## src/rtl/serslv_pkg.sv

```systemverilog
// Package: shared status layout for the serial slave.
// Assumes: consumers pack the status word MSB-first in the field order below.
package serslv_pkg;

    localparam int STAT_W = 6;

    // Status word layout (bit 5 down to bit 0).
    typedef struct packed {
        logic overrun;
        logic underrun;
        logic tx_full;
        logic tx_empty;
        logic rx_full;
        logic rx_empty;
    } serslv_stat_t;

endpackage

```

## src/rtl/serslv_sync.sv

```systemverilog
// Module: serslv_sync
// Brings N asynchronous single-bit inputs into the local clock domain
// with a two-flop chain per bit.
// Assumes: each bit is independent, so there is no bus coherency requirement.
module serslv_sync #(
    parameter int               N       = 3,
    parameter logic [N-1:0]     RST_VAL = '0
) (
    input  logic         clk,
    input  logic         rst_n,
    input  logic [N-1:0] d,
    output logic [N-1:0] q
);

    for (genvar g = 0; g < N; g++) begin : g_bit
        logic s1, s2;

        // Two-stage metastability filter for one bit.
        always_ff @(posedge clk) begin
            if (!rst_n) begin
                s1 <= RST_VAL[g];
                s2 <= RST_VAL[g];
            end else begin
                s1 <= d[g];
                s2 <= s1;
            end
        end

        assign q[g] = s2;
    end

endmodule

```

## src/rtl/serslv_fifo.sv

```systemverilog
// Module: serslv_fifo
// Synchronous first-word-fall-through FIFO.
// Assumes:
//   - DEPTH is a power of two, at least 2;
//   - a push while full is ignored;
//   - a pop while empty is ignored.
module serslv_fifo #(
    parameter int W     = 8,
    parameter int DEPTH = 4
) (
    input  logic         clk,
    input  logic         rst_n,
    input  logic         push,
    input  logic [W-1:0] wdata,
    input  logic         pop,
    output logic [W-1:0] head,
    output logic         empty,
    output logic         full
);

    localparam int AW = $clog2(DEPTH);

    logic [W-1:0] mem [DEPTH];
    logic [AW:0]  wp, rp;
    logic         push_ok, pop_ok;

    // Flag and handshake decode.
    always_comb begin
        empty   = (wp == rp);
        full    = (wp[AW] != rp[AW]) && (wp[AW-1:0] == rp[AW-1:0]);
        push_ok = push && !full;
        pop_ok  = pop && !empty;
        head    = mem[rp[AW-1:0]];
    end

    // Pointer update.
    always_ff @(posedge clk) begin
        if (!rst_n) begin
            wp <= '0;
            rp <= '0;
        end else begin
            if (push_ok) wp <= wp + 1'b1;
            if (pop_ok)  rp <= rp + 1'b1;
        end
    end

    // Storage write; contents need no reset.
    always_ff @(posedge clk) begin
        if (push_ok) mem[wp[AW-1:0]] <= wdata;
    end

endmodule

```

## src/rtl/serslv_shifter.sv

```systemverilog
// Module: serslv_shifter
// Serial engine: detects clock and select edges on synchronised inputs,
// shifts words in and out, and decides when a word starts and completes.
//   - Phase clear: a word starts at select fall and is handed over at
//     select rise, provided all bits arrived.
//   - Phase set: a word starts at its first leading edge and completes at
//     its last trailing edge.
// Assumes: inputs are already synchronised and the local clock is at least
// four times the serial clock.
module serslv_shifter #(
    parameter int W = 8
) (
    input  logic         clk,
    input  logic         rst_n,
    input  logic         cpol,
    input  logic         cpha,
    input  logic         sclk_q,
    input  logic         sel_n_q,
    input  logic         sdi_q,
    input  logic [W-1:0] tx_head,
    input  logic         tx_empty,
    input  logic         rx_full,
    output logic         tx_pop,
    output logic         underrun_p,
    output logic         rx_push,
    output logic         overrun_p,
    output logic [W-1:0] rx_word,
    output logic         sdo_bit,
    output logic         active
);

    localparam int              CW       = $clog2(W + 1);
    localparam logic [CW-1:0]   CNT_FULL = CW'(W);
    localparam logic [CW-1:0]   CNT_LAST = CW'(W - 1);

    logic          sclk_d, sel_d;
    logic [CW-1:0] bit_cnt;
    logic [W-1:0]  tx_sh, rx_sh, start_word;
    logic          lead, trail, sel_fall, sel_rise;
    logic          frame_start, frame_done;

    // Edge detection and word start/complete decode.
    always_comb begin
        active      = !sel_n_q;
        lead        = active && (sclk_d == cpol) && (sclk_q != cpol);
        trail       = active && (sclk_d != cpol) && (sclk_q == cpol);
        sel_fall    = sel_d && !sel_n_q;
        sel_rise    = !sel_d && sel_n_q;
        frame_start = cpha ? (lead && (bit_cnt == '0)) : sel_fall;
        frame_done  = cpha ? (trail && (bit_cnt == CNT_LAST))
                           : (sel_rise && (bit_cnt == CNT_FULL));
        rx_word     = cpha ? {rx_sh[W-2:0], sdi_q} : rx_sh;
        start_word  = tx_empty ? '0 : tx_head;
        tx_pop      = frame_start && !tx_empty;
        underrun_p  = frame_start && tx_empty;
        rx_push     = frame_done && !rx_full;
        overrun_p   = frame_done && rx_full;
        sdo_bit     = tx_sh[W-1];
    end

    // Previous-cycle copies of clock and select for edge detection.
    always_ff @(posedge clk) begin
        if (!rst_n) begin
            sclk_d <= 1'b0;
            sel_d  <= 1'b1;
        end else begin
            sclk_d <= sclk_q;
            sel_d  <= sel_n_q;
        end
    end

    // Bit counter and shift registers for both phase settings.
    always_ff @(posedge clk) begin
        if (!rst_n) begin
            bit_cnt <= '0;
            tx_sh   <= '0;
            rx_sh   <= '0;
        end else if (sel_rise) begin
            bit_cnt <= '0;
        end else if (!cpha) begin
            if (sel_fall) begin
                tx_sh   <= start_word;
                bit_cnt <= '0;
            end else if (lead && (bit_cnt != CNT_FULL)) begin
                rx_sh   <= {rx_sh[W-2:0], sdi_q};
                bit_cnt <= bit_cnt + 1'b1;
            end else if (trail && (bit_cnt != CNT_FULL)) begin
                tx_sh   <= tx_sh << 1;
            end
        end else begin
            if (lead) begin
                tx_sh   <= (bit_cnt == '0) ? start_word : (tx_sh << 1);
            end else if (trail) begin
                rx_sh   <= rx_word;
                bit_cnt <= (bit_cnt == CNT_LAST) ? '0 : (bit_cnt + 1'b1);
            end
        end
    end

endmodule

```

## src/rtl/serial_slave_fifo.sv

```systemverilog
// Module: serial_slave_fifo (top)
// Serial slave with receive and transmit FIFOs, sticky error flags and a
// received-word pulse.
// Assumes:
//   - FIFO_DEPTH is a power of two;
//   - FRAME_W is between 4 and 16;
//   - cfg_cpol and cfg_cpha change only while select is high.
module serial_slave_fifo
    import serslv_pkg::*;
#(
    parameter int FRAME_W    = 8,
    parameter int FIFO_DEPTH = 4
) (
    input  logic               clk,
    input  logic               rst_n,
    input  logic               cfg_cpol,
    input  logic               cfg_cpha,
    input  logic               sclk_in,
    input  logic               sel_n_in,
    input  logic               sdi,
    output logic               sdo,
    output logic               sdo_oe,
    input  logic               tx_push,
    input  logic [FRAME_W-1:0] tx_data,
    input  logic               rx_pop,
    output logic [FRAME_W-1:0] rx_data,
    input  logic               flag_clr,
    output logic [STAT_W-1:0]  stat,
    output logic               frame_rx_pulse
);

    logic [2:0]         sync_q;
    logic               tx_pop, tx_empty, tx_full;
    logic               rx_push, rx_empty, rx_full;
    logic               underrun_p, overrun_p, sdo_bit, active;
    logic [FRAME_W-1:0] tx_head, rx_word;
    logic               underrun_q, overrun_q, pulse_q;
    serslv_stat_t       stat_s;

    serslv_sync #(.N(3), .RST_VAL(3'b010)) u_sync (
        .clk   (clk),
        .rst_n (rst_n),
        .d     ({sclk_in, sel_n_in, sdi}),
        .q     (sync_q)
    );

    serslv_fifo #(.W(FRAME_W), .DEPTH(FIFO_DEPTH)) u_txq (
        .clk   (clk),
        .rst_n (rst_n),
        .push  (tx_push),
        .wdata (tx_data),
        .pop   (tx_pop),
        .head  (tx_head),
        .empty (tx_empty),
        .full  (tx_full)
    );

    serslv_fifo #(.W(FRAME_W), .DEPTH(FIFO_DEPTH)) u_rxq (
        .clk   (clk),
        .rst_n (rst_n),
        .push  (rx_push),
        .wdata (rx_word),
        .pop   (rx_pop),
        .head  (rx_data),
        .empty (rx_empty),
        .full  (rx_full)
    );

    serslv_shifter #(.W(FRAME_W)) u_shift (
        .clk        (clk),
        .rst_n      (rst_n),
        .cpol       (cfg_cpol),
        .cpha       (cfg_cpha),
        .sclk_q     (sync_q[2]),
        .sel_n_q    (sync_q[1]),
        .sdi_q      (sync_q[0]),
        .tx_head    (tx_head),
        .tx_empty   (tx_empty),
        .rx_full    (rx_full),
        .tx_pop     (tx_pop),
        .underrun_p (underrun_p),
        .rx_push    (rx_push),
        .overrun_p  (overrun_p),
        .rx_word    (rx_word),
        .sdo_bit    (sdo_bit),
        .active     (active)
    );

    // Sticky error flags and received-word pulse.
    always_ff @(posedge clk) begin
        if (!rst_n) begin
            underrun_q <= 1'b0;
            overrun_q  <= 1'b0;
            pulse_q    <= 1'b0;
        end else begin
            underrun_q <= (underrun_q && !flag_clr) || underrun_p;
            overrun_q  <= (overrun_q && !flag_clr) || overrun_p;
            pulse_q    <= rx_push;
        end
    end

    // Status assembly and serial output gating.
    always_comb begin
        stat_s.overrun  = overrun_q;
        stat_s.underrun = underrun_q;
        stat_s.tx_full  = tx_full;
        stat_s.tx_empty = tx_empty;
        stat_s.rx_full  = rx_full;
        stat_s.rx_empty = rx_empty;
        stat            = stat_s;
        sdo_oe          = active;
        sdo             = active && sdo_bit;
        frame_rx_pulse  = pulse_q;
    end

endmodule

```

## config.mk

```make
export PLATFORM = sky130hd
export DESIGN_NAME = serial_slave_fifo
export DESIGN_NICKNAME = d
export VERILOG_FILES = /design/src/rtl/serslv_pkg.sv /design/src/rtl/serslv_sync.sv /design/src/rtl/serslv_fifo.sv /design/src/rtl/serslv_shifter.sv /design/src/rtl/serial_slave_fifo.sv
export SDC_FILE = /design/constraint.sdc
export NUM_CORES = 1
export LEC_CHECK = 0
export BUFFER_PORTS_ARGS = -buffer_cell sky130_fd_sc_hd__buf_2
export CORE_AREA = 5 5 110 112
export CTS_BUF_LIST = sky130_fd_sc_hd__clkbuf_4 sky130_fd_sc_hd__clkbuf_8 sky130_fd_sc_hd__clkbuf_16
export DETAILED_ROUTE_END_ITERATION = 10
export DIE_AREA = 0 0 115 117
export GPL_ROUTABILITY_DRIVEN = 0
export PLACE_DENSITY = 0.61
export SLEW_MARGIN = 5
export SYNTH_ARGS = -nofsm -noshare
export SYNTH_HDL_FRONTEND = slang
export SYNTH_SLANG_ARGS = --single-unit
```

## constraint.sdc

```tcl
create_clock -name clk -period 2.1 [get_ports clk]
set_input_delay 0.42 -clock clk [delete_from_list [all_inputs] [get_ports clk]]
set_output_delay 0.42 -clock clk [all_outputs]
set_load 0.05 [all_outputs]
```

Word-level counts from Yosys, hierarchy flattened
Memories as Yosys holds them, arrays and structs flattened. A register that Yosys moved wholly into a read port is not among the register bits.
Cells that the tools add are included.
{ "word_totals": {"wordCells": 115, "inputBits": 18, "mem_count": 2, "reg_bits": 43, "output_inout_bits": 17, "ram_bits": 64} }
{ "classes": {"eq_ne": 18, "addsub": 5, "bitwise_logic": 2, "mux": 29, "reduce_logical": 41} }
{ "memory_table": {"columns": ["name", "words", "word_bits", "rd", "rd_ports_with_merged_regs", "write_ports", "line", "source"], "rows": [
  ["u_rxq.mem", 4, 8, 1, 1, 1, "serslv_fifo.sv:23", "logic [W-1:0] mem [DEPTH];"],
  ["u_txq.mem", 4, 8, 1, 1, 1, "serslv_fifo.sv:23", null]
]} }
{ "ops": {"columns": ["operator", "n"], "rows": [
  ["$mux W8", 13],
  ["$logic_and A1 B1 Y1", 24],
  ["$mux W4", 6],
  ["$add A3 B1 Y3 const B", 4],
  ["$mux W2", 4],
  ["$logic_not A1 Y1", 7],
  ["$eq A3 B3 Y1", 2],
  ["$mux W1", 6],
  ["$reduce_bool A3 Y1", 2],
  ["$reduce_and A5 Y1", 1],
  ["$add A4 B1 Y4 const B", 1],
  ["$eq A2 B2 Y1", 2],
  ["$eq A4 B3 Y1 const B", 1],
  ["$eq A4 B4 Y1 const B", 1],
  ["$logic_not A4 Y1", 1],
  ["$ne A1 B1 Y1", 4],
  ["$ne A2 B1 Y1 const B", 2],
  ["$ne A2 B2 Y1 const B", 2],
  ["$ne A4 B4 Y1 const B", 1],
  ["$reduce_and A4 Y1", 1],
  ["$ne A3 B2 Y1 const B", 1],
  ["$reduce_and A3 Y1", 1],
  ["$eq A1 B1 Y1", 2],
  ["$logic_or A1 B1 Y1", 2],
  ["other kinds (3)", 4]
]} }

Longest topological paths before layout
Gate-level depths: netlist (run 1).
{ "depth": {"ltp_word": 9, "depth_mapped": 7, "depth_no_buf": 6} }

Cells and area by module
From an unflattened synthesis (run 1), not the netlist that was laid out.
{ "hier_totals": {"hier_cells": 385, "hier_area_um2": 5033.6} }
{ "modules_own_cells": {"columns": ["mod", "cells_each", "instances", "area_each_um2", "seq_area_each_um2"], "rows": [
  ["serslv_fifo", 110, 2, 1724.2, 1121.1],
  ["serslv_shifter", 135, 1, 1260.0, 440.4],
  ["serslv_sync", 15, 1, 180.2, 120.1],
  ["serial_slave_fifo", 15, 1, 145.1, 60.1]
]} }

Worst setup path before layout (run 1)
No wires, ideal clock.
{ "synth_timing": {"path_type": "input-to-reg", "from": "input port cfg_cpol", "to": "memory u_rxq.mem[3][0], enable pin", "required_time_ns": 1.724, "arrival_time_ns": 1.666, "cell_stages": 3, "setup_time_ns": 0.376, "setup_slack_ns": 0.058, "path_buffers": 0, "path_cell_list": "or3b_1 a211o_1 a211oi_2"} }
{ "synth_via": {"elab_chain_len": 9, "word_cells_on_any_way": 10, "classes_between": "eq/ne (2); mux (3); reduce/logical (5)"} }
{ "synth_rtl": {"columns": ["item", "line", "source"], "rows": [
  ["start, declared", "serial_slave_fifo.sv:16", "input logic cfg_cpol,"],
  ["$ne A1 B1 Y1", "serslv_shifter.sv:46", "trail = active && (sclk_d != cpol) && (sclk_q == cpol);"],
  ["$logic_and A1 B1 Y1", "serslv_shifter.sv:46", null],
  ["$logic_and A1 B1 Y1 *", "serslv_shifter.sv:46", null],
  ["$logic_and A1 B1 Y1 *", "serslv_shifter.sv:50", "frame_done = cpha ? (trail && (bit_cnt == CNT_LAST))"],
  ["$mux W1 *", "serslv_shifter.sv:50", null],
  ["$logic_and A1 B1 Y1 *", "serslv_shifter.sv:56", "rx_push = frame_done && !rx_full;"],
  ["$logic_and A1 B1 Y1 *", "serslv_fifo.sv:31", "push_ok = push && !full;"],
  ["$mux W1 *", "serslv_fifo.sv:49", "if (push_ok) mem[wp[AW-1:0]] <= wdata;"],
  ["$mux W1 (implied by the code) *", "serslv_fifo.sv:49", null],
  ["end, declared", "serslv_fifo.sv:23", null]
]} }
Every way passes the cells marked *; elsewhere a longest branch is shown, timed or not.

==> run metrics, run 1 <==
layout cell share with drive strength beyond 1=26.13%; fmax=0.5048 GHz; GR Util All Layers=around 14%; startpoint types=flop; CP Capture Type=output port; Yosys top cell by area=edfxtp_1; Via density=5.253; overall die height=roughly 120 um; CTS buffer count=9; DR iter-0 viols=around 160; Synth Flop Type=edfxtp_1; power per cell area=767.7 nW/um^2; ANT cells=0; Hold Path Class=input port to flop; Max Slew Vio Count=0; most frequent cells in the layout=edfxtp_1 (64), dfxtp_1 (47), buf_2 (34), buf_4 (18); 1st-pass router iterations=4; Core Region=~11,000 sq um; residual DRC count=0; Reg2Reg Launch Point=u_shift.bit_cnt[0]; maximum fanout along the worst path=8; register area share after synthesis=between 60% and 70%; hpwl dp=between 6 and 7 mm; largest net degree at the start of global routing=24; commonest non-fill, non-tap cell in the layout=edfxtp_1; worst slew pin tran=approximately 0.77 ns; Overflow after GRT=0; Clk Latency, worst-skew pair=0.34 ns; antenna violations before repair=0; row count=39; root buf cell=clkbuf_16; H-tree Lvls=3; CTS Buffer Depth=2; Slew HR=48.90%; initial core utilization=a little over two fifths; I/O pins=35; Synth top area share=just over 40%; final cycle utilization of the critical path=94.33%; Clock transition at path regs=0.07 ns; HP Start=sel_n_in; first-pass GRT wire length=14.35 mm; post-route ant nets=0; area of the multi-input gates=between 1500 and 2000 sq um; cell count after synthesis=approximately 350; WS Path Type=flop to output port; number of port buffers=34; status=completed; die area=around 13,000 sq um; WL final=roughly 8.6 mm; Hold Vio Cnt, Final=0; vias in the first global route=roughly 2.9k; Hold Path End=u_sync.g_bit[1].s1; static leakage=1.909 nW; hold path depth=2; area grow syn2layout=15.62%; Setup Viol. Count Final=0; fin nets=between 400 and 500; Die Span X=~120 um; fillers=between 900 and 1k; Register Area=2863 sq um; Syn Area/Cell=approximately 14 sq um; top cells by area, synth=edfxtp_1 (41%), dfxtp_1 (20%), mux4_2 (7.6%); Post-synth ARST share=0%; arrival time worst endpoint=roughly 1.6 ns; Period minus WS final=1.981 ns; R2R Path End=u_rxq.mem[1][1]; Layout Utilization=around 49%; reg2reg path depth=6; Post-Layout Cell Count=about 540; peak supply drop=between 500 and 600 uV; Inst Count DP=between 500 and 600; R2R setup slack=0.19 ns; unrepaired setup endpoints after global routing=no; CP required=about 1.7 ns; Yosys cell types=47; CTS tree=done; Setup Skew=slightly below 0.008 ns; WL/cell=15.84 um; Post-synth EDFFs=64; Synth Warn #=0; clk sink count=111; flops & latches, synth=111; post-synthesis net count=roughly 380; vias post-DR=2,842; Max Cap Viol=0; Mapped Area=roughly 4700 sq um
## flip-flops by register name, indices dropped and copies added (netlist names), named ones only
register and count:
u_shift.sel_d 1, u_sync.g_bit.s2 3, u_shift.bit_cnt 4, u_shift.rx_sh 8, overrun_q 1, underrun_q 1, u_sync.g_bit.s1 3, frame_rx_pulse 1
u_txq.rp 3, u_rxq.rp 3, u_rxq.mem 32, u_rxq.wp 3, u_txq.mem 32, u_shift.tx_sh 8, u_shift.sclk_d 1, u_txq.wp 3
## logic make-up (layout without fill, tap and decap cells)
family	count (synthesis)	in the layout	synth area share (%)
flip-flops	111	111	60.48
XOR/XNOR	12	12	2.220
AND/OR/NAND/NOR	84	84	9.992
adder cells (fa/ha/maj)	12	12	3.172
buffers and inverters	31	82	3.040
AO/OA/AOI/OAI	61	61	9.041
multiplexers	36	36	12.05
## per-layer routing
| layer | vias up | GRT usage [%] | part of all wire [%] |
|---|---|---|---|
| met5 | - | 0 | 0 |
| met4 | 0 | 4.773 | 1.1 |
| met3 | 6 | 2.982 | 3.5 |
| met2 | 49 | 23.73 | 51 |
| met1 | 1393 | 17.37 | 44 |
| li1 | 1394 | - | - |
## worst max-delay path: stages (launching register included)
cell	delay, ns
dfxtp_1	0.33
buf_6	0.16
mux4_2	0.51
buf_2	0.23
## final cells by class
class,instances,area share (%)
clock inverters,7,1.189
multi-input cells,205,31.55
flip-flops and latches,111,52.31
well taps,143,3.269
clock buffers,9,4.115
repair buffers,56,6.882
inverters,10,0.6859
## how the worst max path moves through the flow
stage,start,slack (ns),end
after floorplan,cfg_cpol,0.06,u_rxq.mem[3][0]
after global placement,cfg_cpol,-0.007,u_rxq.mem[1][0]
after detailed placement,cfg_cpol,-0.02,u_rxq.mem[1][0]
after CTS,flop,0.04,rx_data[1]
after global routing,u_txq.wp[0],0.03,stat[2]
final,flop,0.12,rx_data[6]
## metrics by stage
| step | TNS (ns) | power (mW) | area (sq um) | hold slack, ns | worst slack (ns) |
|---|---|---|---|---|---|
| 2_1_floorplan | 0 | 2.555 | 4733 | 0.3863 | 0.05793 |
| 3_3_place_gp | -0.06995 | 2.622 | 5179 | 0.3908 | -0.007333 |
| 3_5_place_dp | -0.4783 | 2.630 | 5179 | 0.3970 | -0.02475 |
| 4_1_cts | 0 | 4.253 | 5469 | 0.2434 | 0.03525 |
| 5_1_grt | 0 | 4.382 | 5473 | 0.2452 | 0.02540 |
| 6_report | 0 | 4.201 | 5473 | 0.2560 | 0.1192 |
## cell usage after synthesis (2+ instances only)
cell and count:
a22oi_1 7, a31oi_1 8, mux2_2 8, nor2_1 7, dfxtp_1 47, inv_1 10
mux2i_1 12, nand4b_1 2, and2_1 12, a211o_1 2, edfxtp_1 64, nand2b_1 10
nor3_1 3, mux4_2 16, xor2_1 7, clkbuf_1 9, and2_0 2, buf_2 4
a21oi_1 13, nand2_1 16, or3b_1 2, o21ai_0 9, buf_4 6, a211oi_2 2
ha_1 12, a21o_1 2, and3_1 4, xnor2_1 5, nand3b_1 4, buf_1 2
a21oi_2 2, nand3_1 16, a211oi_1 8
## where the power goes
| part | total, mW | internal, mW | leakage (nW) | switching [mW] |
|---|---|---|---|---|
| Combinational | 0.218 | 0.0874 | 0.813 | 0.131 |
| Clock | 1.63 | 0.830 | 0.139 | 0.795 |
| Sequential | 2.36 | 2.33 | 0.958 | 0.0233 |
## repair_timing
| item | in CTS | in global routing |
|---|---|---|
| endpoints found under the setup margin | 0 | 5 |
| resized for setup | 0 | 1 |
| hold buffers | 0 | 0 |
| buffers inserted | 0 | 0 |
Note: power is estimated with default switching activity, not from simulation.
==> run 2, diff against run 1 <==
--- a/config.mk
+++ b/config.mk
@@ -6,10 +6,10 @@
 export NUM_CORES = 1
 export LEC_CHECK = 0
 export BUFFER_PORTS_ARGS = -buffer_cell sky130_fd_sc_hd__buf_2
-export CORE_AREA = 5 5 110 112
+export CORE_AREA = 2 2 107 109
 export CTS_BUF_LIST = sky130_fd_sc_hd__clkbuf_4 sky130_fd_sc_hd__clkbuf_8 sky130_fd_sc_hd__clkbuf_16
 export DETAILED_ROUTE_END_ITERATION = 10
-export DIE_AREA = 0 0 115 117
+export DIE_AREA = 0 0 109 111
 export GPL_ROUTABILITY_DRIVEN = 0
 export PLACE_DENSITY = 0.61
 export SLEW_MARGIN = 5
==> run 2 against run 1 <==
  * Non-clock buffer count is 2 lower
  * Core utilization hardly changed
  * Largest power group unchanged
  * Combinational power hardly changed
  * Hold slack better by 0.0031 ns
  * Routed wire length is 0.14% higher
  * Fmax is 0.78% lower
  * First-iteration DRC count is 42% higher
==> run metrics, run 2 (synthesis gave the netlist of run 1 again) <==
Setup Viol. Count Final=0; area grow syn2layout=15.17%; Hold Path Class=input port to flop; reg2reg path depth=7; status=completed; Hold Vio Cnt, Final=0; final setup margin=approximately 0.10 ns; H-tree Lvls=3; Slew HR=50.77%; cell-internal power=3.248 mW; fillers=between 900 and 1k; R2R setup slack=0.20 ns; commonest non-fill, non-tap cell in the layout=edfxtp_1; WL final=8.580 mm; Reg2Reg Launch Point=u_shift.bit_cnt[0]; number of port buffers=34; fmax=0.5009 GHz; part of the power in registers=56.2%; unrepaired setup endpoints after global routing=no; I/O pins=35; fin nets=between 400 and 500; Worst setup endpoint=rx_data[4]; Sw Share=22.61%; Inst Count DP=approximately 520; Overflow after GRT=0; Post-Layout Cell Count=between 500 and 600; CTS Buffer Depth=2; antenna violations before repair=0; Max Slew Vio Count=0; die area=approximately 12,000 sq um; WL/cell=around 16 um; CTS tree=done; Clock Power Share=between 30% and 40%; power per cell area=between 700 and 800 nW/um^2; overall die height=about 110 um; arrival time worst endpoint=~1.6 ns; Place WS=0.01485 ns; initial core utilization=42.73%; Core Region=11,080 sq um; static leakage=approximately 1.9 nW; first-pass GRT wire length=around 14 mm; clk sink count=between 100 and 150; 1st-pass router iterations=4; CP required=about 1.7 ns; fin area=around 5500 sq um; hpwl dp=between 6 and 7 mm; worst slew pin tran=0.7376 ns; vias in the first global route=between 2k and 3k; layout cell share with drive strength beyond 1=roughly 26%; net switching power=948.9 uW; CP Capture Type=output port; Die Span X=~110 um; row count=39; maximum fanout along the worst path=8; # hold bufs at CTS=0; vias post-DR=approximately 2.8k; Period minus WS final=about 2 ns; largest net degree at the start of global routing=28; Tot Pwr=about 4.2 mW; DR iter-0 viols=between 200 and 250; combinational power share=5.2%; GR Util All Layers=15.66%; Max Cap Viol=0; Clk Latency, worst-skew pair=about 0.35 ns; post-route ant nets=0; Via density=approximately 5.2; R2R Path End=u_rxq.mem[0][3]; most frequent cells in the layout=edfxtp_1 (64), dfxtp_1 (47), buf_2 (34); startpoint types=flop; CTS buffer count=9; root buf cell=clkbuf_16; residual DRC count=0; peak supply drop=about 600 uV; Setup Skew=around 0.010 ns; ANT cells=0; final cycle utilization of the critical path=between 90% and 100%; WS Path Type=flop to output port; DP Area=approximately 5200 sq um; setup TNS=0 ns; Clock transition at path regs=approximately 0.08 ns
-- run 2: cell types whose count changed in the layout (fill, tap and decap cells not counted) --
cell        previous run  this run
buf_4                 18        16
clkinvlp_4             1         0
inv_6                  2         3
clkinv_4               1         2
clkinv_8               1         0
-- run 2: worst min-delay path by stage --
stage	from	endpoint	slack [ns]	cells after the start
after global placement	u_sync.g_bit[1].s1	u_sync.g_bit[1].s2	0.39	1
after floorplan	u_sync.g_bit[1].s1	u_sync.g_bit[1].s2	0.39	1
after global routing	tx_data[3]	u_txq.mem[0][3]	0.27	1
after detailed placement	u_sync.g_bit[1].s1	u_sync.g_bit[1].s2	0.40	1
after CTS	sel_n_in	u_sync.g_bit[1].s1	0.25	2
final	sel_n_in	u_sync.g_bit[1].s1	0.26	2
-- run 2: cell type report --
type                            instances  area [sq um]  share of cell area (%)
Sequential cell                       111          2863                   52.51
Multi-Input combinational cell        205          1727                   31.67
Timing Repair Buffer                   54         361.6                   6.633
Clock buffer                            9         225.2                   4.131
Tap cell                              143         178.9                   3.282
Clock inverter                          7         58.81                   1.079
Inverter                               10         37.54                  0.6885
-- run 2: timing repair --
action / 4_1_cts / 5_1_grt
setup buffers: 0 / 0
endpoints found under the setup margin: 0 / 1
hold endpoints to repair: 0 / 0
gates resized for setup: 0 / 1
-- run 2: through the flow --
stage	utilization, %	hold WS (ns)
floorplan	-	0.3863
global placement	46.62	0.3909
detailed placement	46.62	0.3965
CTS	49.18	0.2487
global route	49.21	0.2686
finish	49.21	0.2591
-- run 2: worst max-delay path, stage by stage, from the launching register on --
cell and delay, ns:
dfxtp_1 0.33, buf_6 0.16, mux4_2 0.51, buf_2 0.23
-- run 2: power by group through the flow --
stage	sequential (mW)	combinational, mW	clock, mW
floorplan	2.40	0.156	0
global placement	2.41	0.217	0
detailed placement	2.41	0.218	0
CTS	2.36	0.219	1.66
global route	2.36	0.243	1.76
finish	2.36	0.216	1.62
-- run 2: metal layers --
metal	share of wire [%]	vias to the layer above	wire (um)	GRT usage, %
met5	0	-	0	0
met4	1.5	0	131	6.154
met3	3.1	9	266	3.586
met2	51	44	4339	25.63
met1	45	1361	3843	19.95
li1	-	1393	-	-
